$ cat src/rtl/ir_enc_pkg.sv
`timescale 1ns/1ps
package ir_enc_pkg;

    // Where the encoder is within one encoded word.
    typedef enum logic {
        PH_DATA  = 1'b0,
        PH_CHECK = 1'b1
    } phase_e;

    // One handshake event on the input side.
    typedef struct packed {
        logic take;
        logic first;
        logic last;
    } beat_t;

endpackage

$ cat src/rtl/ir_eac_add.sv
`timescale 1ns/1ps
// One's-complement (end-around-carry) adder, modulo 2^N - 1.
module ir_eac_add #(
    parameter int N = 8
) (
    input  logic [N-1:0] a,
    input  logic [N-1:0] b,
    output logic [N-1:0] s
);
    localparam int WIDE = N + 1;

    logic [WIDE-1:0] raw;

    always_comb begin
        raw = {1'b0, a} + {1'b0, b};
        s   = raw[N-1:0] + {{(N-1){1'b0}}, raw[N]};
    end
endmodule

$ cat src/rtl/ir_residue_acc.sv
`timescale 1ns/1ps
module ir_residue_acc
    import ir_enc_pkg::*;
#(
    parameter int N = 8
) (
    input  logic         clk,
    input  logic         rst,
    input  beat_t        beat,
    input  logic [N-1:0] din,
    output logic [N-1:0] acc
);
    logic [N-1:0] base;
    logic [N-1:0] nxt;

    // A start-of-word byte adds onto zero instead of the old residue.
    assign base = beat.first ? '0 : acc;

    ir_eac_add #(.N(N)) u_add (
        .a(base),
        .b(din),
        .s(nxt)
    );

    always_ff @(posedge clk) begin
        if (rst)            acc <= '0;
        else if (beat.take) acc <= nxt;
    end

    // a start byte leaves exactly that byte as the residue.
    a_r5_restart: assert property (@(posedge clk) disable iff (rst)
        (beat.take && beat.first) |=> (acc == $past(din)));
endmodule

$ cat src/rtl/ir_phase_ctrl.sv
`timescale 1ns/1ps
module ir_phase_ctrl
    import ir_enc_pkg::*;
(
    input  logic   clk,
    input  logic   rst,
    input  beat_t  beat,
    input  logic   chk_done,
    output phase_e phase
);
    phase_e phase_nxt;

    always_comb begin
        phase_nxt = phase;
        unique case (phase)
            PH_DATA:  if (beat.take && beat.last) phase_nxt = PH_CHECK;
            PH_CHECK: if (chk_done)               phase_nxt = PH_DATA;
            default:                              phase_nxt = PH_DATA;
        endcase
    end

    always_ff @(posedge clk) begin
        if (rst) phase <= PH_DATA;
        else     phase <= phase_nxt;
    end

    // the check cycle is held until the byte leaves.
    a_r6_hold_check: assert property (@(posedge clk) disable iff (rst)
        (phase == PH_CHECK && !chk_done) |=> (phase == PH_CHECK));

    // nothing is taken from the input while the check byte is pending.
    a_r6_no_take: assert property (@(posedge clk) disable iff (rst)
        (phase == PH_CHECK) |-> !beat.take);
endmodule

$ cat src/rtl/ir_encoder.sv
`timescale 1ns/1ps
module ir_encoder
    import ir_enc_pkg::*;
#(
    parameter int N = 8
) (
    input  logic         clk,
    input  logic         rst,
    input  logic         in_valid,
    output logic         in_ready,
    input  logic [N-1:0] in_data,
    input  logic         in_sow,
    input  logic         in_eow,
    output logic         out_valid,
    input  logic         out_ready,
    output logic [N-1:0] out_data,
    output logic         out_sow,
    output logic         out_eow
);
    localparam logic [N-1:0] ALL_ONES = '1;

    phase_e       phase;
    beat_t        beat;
    logic         in_check;
    logic         chk_done;
    logic [N-1:0] residue;

    assign in_check   = (phase == PH_CHECK);
    assign in_ready   = out_ready && !in_check;
    assign beat.take  = in_valid && in_ready;
    assign beat.first = in_sow;
    assign beat.last  = in_eow;
    assign chk_done   = in_check && out_ready;

    // A - r equals ~r, because A is all ones.
    assign out_valid = in_check ? 1'b1 : in_valid;
    assign out_data  = in_check ? (ALL_ONES ^ residue) : in_data;
    assign out_sow   = !in_check && in_sow;
    assign out_eow   = in_check;

    ir_residue_acc #(.N(N)) u_acc (
        .clk (clk),
        .rst (rst),
        .beat(beat),
        .din (in_data),
        .acc (residue)
    );

    ir_phase_ctrl u_ctrl (
        .clk     (clk),
        .rst     (rst),
        .beat    (beat),
        .chk_done(chk_done),
        .phase   (phase)
    );

    // ---- stream monitor: modular sum of everything leaving the block ----
    function automatic logic [N-1:0] mod_add(input logic [N-1:0] a, input logic [N-1:0] b);
        logic [N:0] r;
        r = {1'b0, a} + {1'b0, b};
        return r[N-1:0] + {{(N-1){1'b0}}, r[N]};
    endfunction

    logic [N-1:0] mon_sum;
    logic [N-1:0] mon_total;
    logic         out_fire;

    assign out_fire  = out_valid && out_ready;
    assign mon_total = mod_add(out_sow ? '0 : mon_sum, out_data);

    always_ff @(posedge clk) begin
        if (rst)           mon_sum <= '0;
        else if (out_fire) mon_sum <= mon_total;
    end

    // the encoded word sums to zero modulo A.
    a_r4_zero_sum: assert property (@(posedge clk) disable iff (rst)
        (out_fire && out_eow) |-> (mon_total == '0 || mon_total == ALL_ONES));

    // the check byte follows the accepted last data byte.
    a_r3_check_follows: assert property (@(posedge clk) disable iff (rst)
        (in_valid && in_ready && in_eow) |=> (out_valid && out_eow && !out_sow));

    // a stalled check byte keeps its value.
    a_r6_check_stable: assert property (@(posedge clk) disable iff (rst)
        (out_valid && out_eow && !out_ready) |=> (out_eow && $stable(out_data)));

    // a stalled output never takes input.
    a_r7_stall_blocks: assert property (@(posedge clk) disable iff (rst)
        !out_ready |-> !in_ready);
endmodule

$ cat config.mk
export PLATFORM = sky130hd
export DESIGN_NAME = ir_encoder
export DESIGN_NICKNAME = d
export VERILOG_FILES = /design/src/rtl/ir_enc_pkg.sv /design/src/rtl/ir_eac_add.sv /design/src/rtl/ir_residue_acc.sv /design/src/rtl/ir_phase_ctrl.sv /design/src/rtl/ir_encoder.sv
export SDC_FILE = /design/constraint.sdc
export NUM_CORES = 1
export LEC_CHECK = 0
export CAP_MARGIN = 20
export CORE_MARGIN = 2
export CORE_UTILIZATION = 48
export DETAILED_ROUTE_END_ITERATION = 6
export GPL_TIMING_DRIVEN = 0
export PLACE_DENSITY = 0.87
export SYNTH_ARGS = -nofsm -noshare
export SYNTH_HDL_FRONTEND = slang
export SYNTH_SLANG_ARGS = --single-unit
$ cat constraint.sdc
create_clock -name clk -period 4.85 [get_ports clk]
set_input_delay 1.455 -clock clk [delete_from_list [all_inputs] [get_ports clk]]
set_output_delay 1.455 -clock clk [all_outputs]
set_load 0.05 [all_outputs]
* Yosys cells after proc, flatten, opt, wreduce, memory -nomap -nowiden
Cells that the tools add are included.
** Word-level totals
- Register bits :: 9
- Bits of input ports :: 14
** Operators by class
- Add/sub/neg operators :: 2
- Multiplexer cells :: 6
- Bitwise gates (word level) :: 2
- Reductions and logical operators :: 6
** Operators by type and width (number)
- 2-to-1 mux 8 bit :: 2
- adder 8 x 8 -> 9 bit :: 1
- adder 8 x 1 -> 8 bit :: 1
- NOT 8 bit :: 1
- logical AND 1 bit :: 5
- 2-to-1 mux 1 bit :: 3
- case mux 1 bit (2 select lines) :: 1
- zero test 1 bit :: 1
- NOT 1 bit :: 1

* Logic depth before layout (Yosys ltp)
- Depth after elaboration :: 6
- Depth in mapped cells :: 16

* Modules after synthesis
Synthesis repeated with hierarchy kept, for this count alone.
** Second synthesis, totals
- Cell total of the unflattened synthesis :: 117
- Area total of the unflattened synthesis :: 1049.8 um2
** By module, submodules not included
- ir_eac_add :: instances 1, cells each 57, area an instance 523.0 um2, seq. area each 0.0 um2
- ir_residue_acc :: instances 1, cells each 34, area an instance 335.3 um2, seq. area each 160.2 um2
- ir_encoder :: instances 1, cells each 22, area an instance 152.6 um2, seq. area each 0.0 um2
- ir_phase_ctrl :: instances 1, cells each 4, area an instance 38.8 um2, seq. area each 20.0 um2

* Worst setup path before layout
Ideal clock, no wire load.
- Path type :: in2reg
- From :: in in_sow
- To :: reg u_acc.acc[6]
- Data arrival time :: 3.819 ns
- Path slack :: 0.945 ns
- Stages :: 16
- Path through :: nor2b_1 > ha_1 > fa_1 > a211oi_1 > o21bai_1 > a21oi_2 > nor2b_1 > o21ai_0 > nand2b_1 > ha_1 > ha_1 > nand3_1 > mux2i_1 > nand4b_1 > xnor2_1 > a211oi_1
** On the way
- Cells in the longest elaborated chain, start to end :: 3
** RTL lines
- start: declaration :: line ir_encoder.sv:12 : input logic in_sow,
- 2-to-1 mux 8 bit :: line ir_residue_acc.sv:17 : assign base = beat.first ? '0 : acc;
- adder 8 x 8 -> 9 bit :: line ir_eac_add.sv:15 : raw = {1'b0, a} + {1'b0, b};
- adder 8 x 1 -> 8 bit :: line ir_eac_add.sv:16 : s = raw[N-1:0] + {{(N-1){1'b0}}, raw[N]};
- end signal: assignment :: line ir_residue_acc.sv:27 : else if (beat.take) acc <= nxt;
- end: declaration :: line ir_residue_acc.sv:11 : output logic [N-1:0] acc
Every way passes these cells.
A chain may end at the register's enable or synchronous reset.

* Worst setup path in the final report
- From :: in in_data[0]
- To :: reg u_acc.acc[6]
** On the way
- Cells in the longest elaborated chain, start to end :: 2
** RTL lines
- start: declaration :: line ir_encoder.sv:11 : input logic [N-1:0] in_data,
- adder 8 x 8 -> 9 bit :: line ir_eac_add.sv:15
- adder 8 x 1 -> 8 bit :: line ir_eac_add.sv:16
Every way passes these cells.

==> results.yml <==
die:
  placementRows: 16
  start_util_pct: 50.8
  core_mm2: 0.00194
  ioPinCount: 26
  die_h_um: 49.3
  die_x_um: 49.3
  dieArea_mm2: 0.00243
synthesis:
  yosysSeqAreaShare_pct: 18.3
  yosysUniqueCellTypes: 36
  synthTopCellsByArea: "dfxtp_1 (18%), ha_1 (13%), mux2i_1 (9.1%)"
  synth_top_area_cell: "dfxtp_1"
  postSynthAreaPerCell_um2: 8.36
  ys_ff_latch: 9
  synth_fp_nets: 143
  syn_inst: 118
  synth_warnings: 0
  synth.cell_area_um2: 986
  yosysTopAreaCellShare_pct: 18.3
clocking:
  htreeDepth: 1
  cts_buffers: 3
  cts_setup_buffers: 0
  cts_hold_buf: 0
  clock-sinks: 9
  cts.clk_slew.worst_paths_ns: 0.07
  cts_root_buffer: "clkbuf_4"
  cts_max_path_buffers: 2
  tritoncts: "built"
  clk_latency_ns: 0.26
global_route:
  grt_pass1_vias: 922
  antenna_found_initial: 0
  grt_pass1_wl_um: 4000
  grt_max_degree: 11
  gr-usage-met3_pct: 1.53
  grt_use_met2_pct: 35.1
  top_usage_layer: "met2"
  overflow: 0
  track_usage_pct: 21.0
  grtUsageMet1_pct: 26.3
flow_run:
  drv_cap: 0
hold_path:
  holdPathStages: 2
  worst_hold_startpoint: "u_acc.acc[0]"
  min_path_type: "reg -> reg"
  whs_endpoint: "u_acc.acc[0]"
sta:
  drv_slew: 0
  fmax_mhz: 222
  skew_ns: 0.00245
  period_needed_ns: 4.50
  max-slew-margin-rel_pct: 54.6
  hold_ws_ns: 0.464
  timing.final.crit_share_pct: 92.7
  rsz0062_at_grt: "no"
  setup_viol: 0
  tightest_slew_ns: 0.681
  hold_viol: 0
outcome:
  status: "completed"
critical_path:
  start_kind: "primary input"
  worstSetupPathType: "in -> reg"
  r2r_cells: 16
  crit_path_end_kind: "register"
  cp_max_fo: 3
  r2r_end: "u_acc.acc[6]"
  r2r_start: "u_acc.acc[0]"
  rrSetupSlack_ns: 1.55
  cp.arrival_ns: 4.67
  cp.required_ns: 5.03
finish:
  drive_gt1_share_pct: 9.59
  utilization_pct: 66.0
  final_cell_count_no_fill: 173
  synthToLayoutAreaGrowth_pct: 29.9
  nets: 172
  diodes: 0
placement:
  place_congestion: 0.833
  port_buffers: 24
  place_inst: 169
  dp_hpwl_um: 1780
route:
  wirelength_um: 2230
  dr_total_vias: 928
  antenna_left: 0
  post_drt_wl_per_cell_um: 12.9
  drc: 0
  via_per_inst: 5.36
  drtIter0Drc: 6
  dr.pass1.iters: 4
pwr:
  p_per_area_mw_per_mm2: 203
  peakVddDrop_mv: 0.119
  leakage_nw: 0.534
[routing by layer]
metal	vias up	part of all wire [%]
met5	-	0
met4	0	0.72
met3	2	2.4
met2	19	53
met1	435	43
li1	472	-
[worst max-delay path by stage]
stage                     startpoint           end  slack (ns)  cells past startpoint
after floorplan               in_sow  u_acc.acc[6]        0.95                     16
after global placement        in_sow  u_acc.acc[6]       -0.12                     17
after detailed placement      in_sow  u_acc.acc[6]       -0.24                     17
after CTS                     in_sow  u_acc.acc[6]        0.26                     17
after global routing      in_data[0]  u_acc.acc[6]       0.003                     16
final                     in_data[0]  u_acc.acc[6]        0.35                     16
[layout make-up]
type                            count  area [µm²]
Timing Repair Buffer               24         235
Multi-Input combinational cell     98         764
Clock buffer                        4        26.3
Inverter                            8        30.0
Buffer                              3        11.3
Tap cell                           27        33.8
Fill cell                         174         661
Sequential cell                     9         180
[power by group]
part | leakage [nW] | internal (mW) | switching, mW | total, mW
sequential | 0.0739 | 0.0789 | 0.00350 | 0.0824
clock | 0.0150 | 0.0318 | 0.0299 | 0.0617
combinational | 0.445 | 0.0490 | 0.0675 | 0.117
total | 0.534 | 0.160 | 0.101 | 0.261
[per-stage QoR]
step | setup slack (ns) | area [µm²] | power [mW] | TNS (ns)
finish | 0.354 | 1280 | 0.261 | 0
global route | 0.00321 | 1280 | 0.275 | 0
CTS | 0.258 | 1280 | 0.261 | 0
detailed placement | -0.236 | 1260 | 0.201 | -0.379
global placement | -0.123 | 1260 | 0.197 | -0.170
floorplan | 0.945 | 986 | 0.165 | 0
[state kept, by name, summed over array words and instances (netlist names)]
signal	flops
u_acc.acc	8
u_ctrl.phase	1
[what timing repair did]
action | in CTS | in global routing
hold endpoints to repair | 0 | 0
resized for setup | 1 | 2
setup endpoints to repair | 1 | 1
[cell usage in the layout, fill, tap and decap left out, types with 6 or more instances in the layout]
| cell | synthesis | layout |
|---|---|---|
| nand2_1 | 8 | 8 |
| a211oi_1 | 6 | 6 |
| a21oi_1 | 6 | 6 |
| ha_1 | 10 | 10 |
| inv_1 | 8 | 8 |
| nor2b_1 | 11 | 11 |
| clkdlybuf4s50_1 | 0 | 23 |
| mux2i_1 | 9 | 9 |
| dfxtp_1 | 9 | 9 |
| nor2_1 | 7 | 7 |
[cell families (layout without fill, tap and decap cells)]
family,Yosys count,after routing,share of synthesized area [%]
AO/OA/AOI/OAI,26,26,18.7
multiplexers,9,9,9.14
flip-flops,9,9,18.3
XOR/XNOR,9,9,9.52
adder cells (fa/ha/maj),11,11,14.7
AND/OR/NAND/NOR,43,43,25.5
buffers and inverters,11,39,4.19
[cells in the mapped netlist (all sizes together)]
| library cell | number |
|---|---|
| a21oi | 9 |
| nand4 | 1 |
| dfxtp | 9 |
| and4 | 1 |
| a21o | 3 |
| or2 | 1 |
| fa | 1 |
| a211oi | 6 |
| buf | 1 |
| nand2 | 8 |
| nor2b | 11 |
| nor3 | 2 |
| mux2i | 9 |
| nand2b | 3 |
| o21ai | 4 |
| and3 | 1 |
| nand3 | 3 |
| clkbuf | 2 |
| a21boi | 1 |
| nand4b | 1 |
| o21bai | 1 |
| o311a | 1 |
| xor2 | 3 |
| ha | 10 |
| and2 | 1 |
| a2111oi | 1 |
| nor2 | 7 |
| nand3b | 3 |
| xnor2 | 6 |
| inv | 8 |
[worst max-delay path: stages]
cell	delay (ns)
clkdlybuf4s50_1	0.42
ha_1	0.24
fa_1	0.47
a211oi_1	0.25
o21bai_1	0.14
a21oi_2	0.18
nor2b_1	0.06
o21ai_0	0.21
nand2b_1	0.09
ha_1	0.23
ha_1	0.23
nand3b_1	0.10
mux2i_1	0.11
nand4b_1	0.16
xnor2_1	0.08
a211oi_1	0.24
Power figures use the tool's default switching activity.
